--- src/rtl/parity_chk_pkg.sv ---
package parity_chk_pkg;

  typedef enum logic {
    CHK_WORD  = 1'b0,
    CHK_BLOCK = 1'b1
  } chk_mode_e;

  localparam int unsigned LANES    = 2;
  localparam int unsigned LANE_RISE = 0;
  localparam int unsigned LANE_FALL = 1;

  // Returns 1 when the parity of data plus check bit differs from the sense.
  function automatic logic parity_bad(input logic data_xor,
                                      input logic check_bit,
                                      input logic odd);
    return (data_xor ^ check_bit) != odd;
  endfunction

endpackage

--- src/rtl/block_parity_acc.sv ---
module block_parity_acc #(
  parameter int unsigned WORD_W          = 16,
  parameter int unsigned WORDS_PER_BLOCK = 4
) (
  input  logic              clk,
  input  logic              rst,
  input  logic              enable,
  input  logic              valid,
  input  logic              start,
  input  logic [WORD_W-1:0] rise_word,
  input  logic [WORD_W-1:0] fall_word,
  input  logic              frame,
  input  logic              odd,
  output logic              alarm
);
  import parity_chk_pkg::*;

  localparam int unsigned PAIRS = WORDS_PER_BLOCK / 2;
  localparam int unsigned CNT_W = (PAIRS > 1) ? $clog2(PAIRS + 1) : 1;

  logic             open_q;
  logic [CNT_W-1:0] cnt_q;
  logic             acc_q;
  logic             fbit_q;
  logic             alarm_q;
  logic             pair_xor;
  logic             acc_next;
  logic             last_pair;

  assign pair_xor  = (^rise_word) ^ (^fall_word);
  assign acc_next  = acc_q ^ pair_xor;
  assign last_pair = (cnt_q == CNT_W'(PAIRS - 1));

  always_ff @(posedge clk) begin
    if (rst || !enable) begin
      open_q  <= 1'b0;
      cnt_q   <= '0;
      acc_q   <= 1'b0;
      fbit_q  <= 1'b0;
      alarm_q <= 1'b0;
    end else begin
      alarm_q <= 1'b0;
      if (valid && start) begin
        fbit_q <= frame;
        if (PAIRS == 1) begin
          alarm_q <= parity_bad(pair_xor, frame, odd);
          open_q  <= 1'b0;
          cnt_q   <= '0;
          acc_q   <= 1'b0;
        end else begin
          open_q <= 1'b1;
          cnt_q  <= CNT_W'(1);
          acc_q  <= pair_xor;
        end
      end else if (valid && open_q) begin
        if (last_pair) begin
          alarm_q <= parity_bad(acc_next, fbit_q, odd);
          open_q  <= 1'b0;
          cnt_q   <= '0;
          acc_q   <= 1'b0;
        end else begin
          cnt_q <= cnt_q + CNT_W'(1);
          acc_q <= acc_next;
        end
      end
    end
  end

  assign alarm = alarm_q;

  // the pair counter never passes the block length
  p_cnt_bound_r5: assert property (@(posedge clk) disable iff (rst)
    open_q |-> (cnt_q < CNT_W'(PAIRS)));

  // a start pair always (re)opens a block at its first position
  p_start_opens_r7: assert property (@(posedge clk) disable iff (rst)
    (enable && valid && start && PAIRS > 1) |=> (open_q && cnt_q == CNT_W'(1)));

  // no alarm unless a block was open or just started
  p_alarm_in_block_r8: assert property (@(posedge clk) disable iff (rst)
    alarm_q |-> $past(valid && (open_q || start)));

endmodule

--- config.mk ---
export PLATFORM = sky130hd
export DESIGN_NAME = block_parity_acc
export DESIGN_NICKNAME = d
export VERILOG_FILES = /design/src/rtl/parity_chk_pkg.sv /design/src/rtl/block_parity_acc.sv
export SDC_FILE = /design/constraint.sdc
export NUM_CORES = 1
export LEC_CHECK = 0
export BUFFER_PORTS_ARGS = -buffer_cell sky130_fd_sc_hd__buf_2
export CELL_PAD_IN_SITES_DETAIL_PLACEMENT = 1
export CELL_PAD_IN_SITES_GLOBAL_PLACEMENT = 2
export CORE_UTILIZATION = 20
export DETAILED_ROUTE_END_ITERATION = 8
export GPL_TIMING_DRIVEN = 0
export PLACE_DENSITY_LB_ADDON = 0.1
export SYNTH_ARGS = -nofsm -noshare
export SYNTH_HDL_FRONTEND = slang
export SYNTH_SLANG_ARGS = --single-unit
--- constraint.sdc ---
create_clock -name clk -period 1.9 [get_ports clk]
set_clock_uncertainty 0.05 [all_clocks]
set_input_delay 0.285 -clock clk [delete_from_list [all_inputs] [get_ports clk]]
set_output_delay 0.285 -clock clk [all_outputs]
set_load 0.03 [all_outputs]
==> qor.txt <==
Via Count: 597
Async S/R FF share, synth: 0%
critical path peak fanout: 2
Post-synth top cells: xnor2_1 (27), a21oi_1 (6), dfxtp_1 (6), nand2_1 (6), xor2_1 (5)
DRT Wirelength: 1281 um
Die Area: 0.003148 mm2
Critical Path Max Stage Delay: 0.43 ns
register area: 120.1 um2
Root Buffer: clkbuf_4
Synth top area share: 40.38%
Worst-path clk slew: 0.05 ns
Synth cell types: 17
cell area after synthesis: 585.6 um2
class of the worst hold path: input pin to register
CTS buffer count: 3
Clock Sinks: 6
drt drc: 0
Global Route Usage Sum: 9.584%
crit path cell chain: buf_2 > xor2_1 > xnor2_1 > xnor2_1 > xnor2_1 > xnor3_1 > and4b_1
Routability Congestion: 0.6900
FF-to-FF path depth: 5
DP Cell Count: 138
# Post-CTS Setup Buffers: 0
Synth Area per Inst: 8.611 um2
Worst Hold Launch: frame
Most Frequent Cell on Critical Path: xnor2_1
Critical Path AT: 1.72 ns
max-slew violation count: 0
number of I/O pins: 40
post-place setup slack: 0.001190 ns
Skew-Pair Late Insertion Delay: 0.24 ns
Clk network pwr share: 19.3%
post-CTS resize count: 0
Slew @ Worst Pin: 0.2626 ns
final setup TNS: 0 ns
CP Class: input pin to register
critical path capture point type: register
logic gate share of total power: 58.7%
Layout Nets: 151
dominant synthesized flop cell: dfxtp_1
clk buf depth: 2
P_sw: 0.1885 mW
flop2flop setup slack: 0.56 ns
largest net degree at the start of global routing: 9
Final WS setup: 0.2666 ns
initial antenna violation count: 0
maxcap violations: 0
1st-iter DRT viols: 2
# rows: 19
Design Power: 0.6283 mW
Max rail drop VDD: 0.3449 mV
Initial Util: 21.23%
Slew headroom: 82.49%
Flop pwr share: 22.0%
CTS Hold Buffers Added: 0
fillers: 357
Post-Synthesis Cells: 68
element type at the critical path start: input pin
multi-input logic area: 461.7 um2
chip height: 56.11 um
Warnings, synthesis: 0
CTS tree: built
switch share: 30.01%
top cells by area, synth: xnor2_1 (40%), dfxtp_1 (21%), xor2_1 (7.5%)
sequential area share after synthesis: 20.51%
Syn Nets: 107
die extent in x: 56.11 um
average vias per placed instance: 4.234
Critical R2R Launch: cnt_q[0]$_SDFFE_PP0P_
core area: 0.002758 mm2
Routed wire per std cell: 9.085 um
Final Non-Filler Cells: 141
count leader, synth: xnor2_1
post-route cell area: 842.1 um2
final hold violation count: 0
Int Pwr: 0.4397 mW
RR Endpoint: acc_q$_SDFFE_PP0P_
FMAX: 612.2 MHz
final setup violating endpoints: 0
remaining antenna violation count: 0
share of cells above drive strength 1: 40.00%
area added between synthesis and finish: 43.80%
Port-buffer cells: 39
Seq cells post-synth: 6
outcome: finished, final reports clean
unrepaired setup endpoints after global routing: no
Final min period: 1.633 ns
Pre-antenna DRT Iters: 2
H-tree Lvls: 1
Slowest-stage cell, CP: xnor3_1
Final period util: 85.97%
cell taking the most area after synthesis: xnor2_1
total gr overflow: 0
leakage dissipation: 0.3717 nW
Hold Crit Depth: 3
WP data required: 1.99 ns
Pwr per Cell Area: 746.1 mW/mm2
EDFF count, synth: 0
first-pass GRT wire length: 2401 um
Inserted Diodes: 0
hold endpoint: fbit_q$_SDFFE_PP0P_
HPWL after DPL: 1097 um
dpl cell area: 819.5 um2
vias in the first global route: 618
-- state kept, by name (all words and copies together), names as in the netlist --
| register | cells |
|---|---|
| fbit_q | 1 |
| open_q | 1 |
| cnt_q | 2 |
| alarm | 1 |
| acc_q | 1 |
-- power groups by stage --
stage	Combinational, mW	Sequential [mW]	Clock, mW
after global placement	0.375	0.141	0
after global routing	0.407	0.139	0.145
after floorplan	0.300	0.140	0
final	0.369	0.138	0.121
after detailed placement	0.374	0.141	0
after CTS	0.377	0.139	0.132
-- cell usage in the layout, fill, tap and decap left out --
| master | n |
|---|---|
| buf_2 | 39 |
| xnor2_1 | 27 |
| nand2_1 | 6 |
| a21oi_1 | 6 |
| dfxtp_1 | 6 |
| xor2_1 | 5 |
| nor2_1 | 4 |
| o21ai_0 | 3 |
| clkbuf_4 | 3 |
| nor3b_1 | 2 |
| nand3_1 | 1 |
| nand2b_1 | 1 |
| nor2b_1 | 1 |
| xnor2_2 | 1 |
| xnor3_1 | 1 |
| and4b_1 | 1 |
| inv_1 | 1 |
| or3_1 | 1 |
| mux2_2 | 1 |
-- critical path, delay by kind of cell --
| family | cells | cell delay, ns |
|---|---|---|
| XOR/XNOR | 5 | 1.13 |
| AND/OR/NAND/NOR | 1 | 0.20 |
| buffers and inverters | 1 | 0.10 |
-- worst max path at each step --
stage                       start                to  cells past startpoint
floorplan           rise_word[11]  alarm$_SDFF_PP0_                      6
global placement    rise_word[11]  alarm$_SDFF_PP0_                      7
detailed placement  rise_word[11]  alarm$_SDFF_PP0_                      7
CTS                 rise_word[11]  alarm$_SDFF_PP0_                      7
global route         rise_word[9]  alarm$_SDFF_PP0_                      7
finish              rise_word[11]  alarm$_SDFF_PP0_                      7
-- kinds of logic after synthesis --
kind of cell    synth area share, %
simple gates                  14.74
compound gates                7.692
flops                         20.51
xor+xnor                      54.49
mux                           1.923
buf+inv                      0.6404
-- routing by layer --
metal  part of all wire, %  vias up  wire (um)  GRT usage (%)
met5                     0        -          0              0
met4                     0        0          0          2.091
met3                    10        0        130          4.186
met2                    49       32        631          16.67
met1                    41      257        519          10.78
li1                      -      308          -              -
-- area by class of cell --
| class | instances | area share (%) |
|---|---|---|
| clock buffer | 3 | 2.675 |
| tap | 31 | 4.606 |
| timing repair buffer | 39 | 23.18 |
| inverter | 1 | 0.4458 |
| sequential | 6 | 14.26 |
| multi-input combinational | 61 | 54.83 |
-- through the flow --
stage,hold WS [ns],utilization (%)
4_1_cts,0.2283,30.54
3_3_place_gp,0.4102,29.72
6_report,0.2376,30.54
3_5_place_dp,0.4142,29.72
5_1_grt,0.2277,30.54
2_1_floorplan,0.3825,-
No activity file was read; power rests on OpenSTA's default activity.
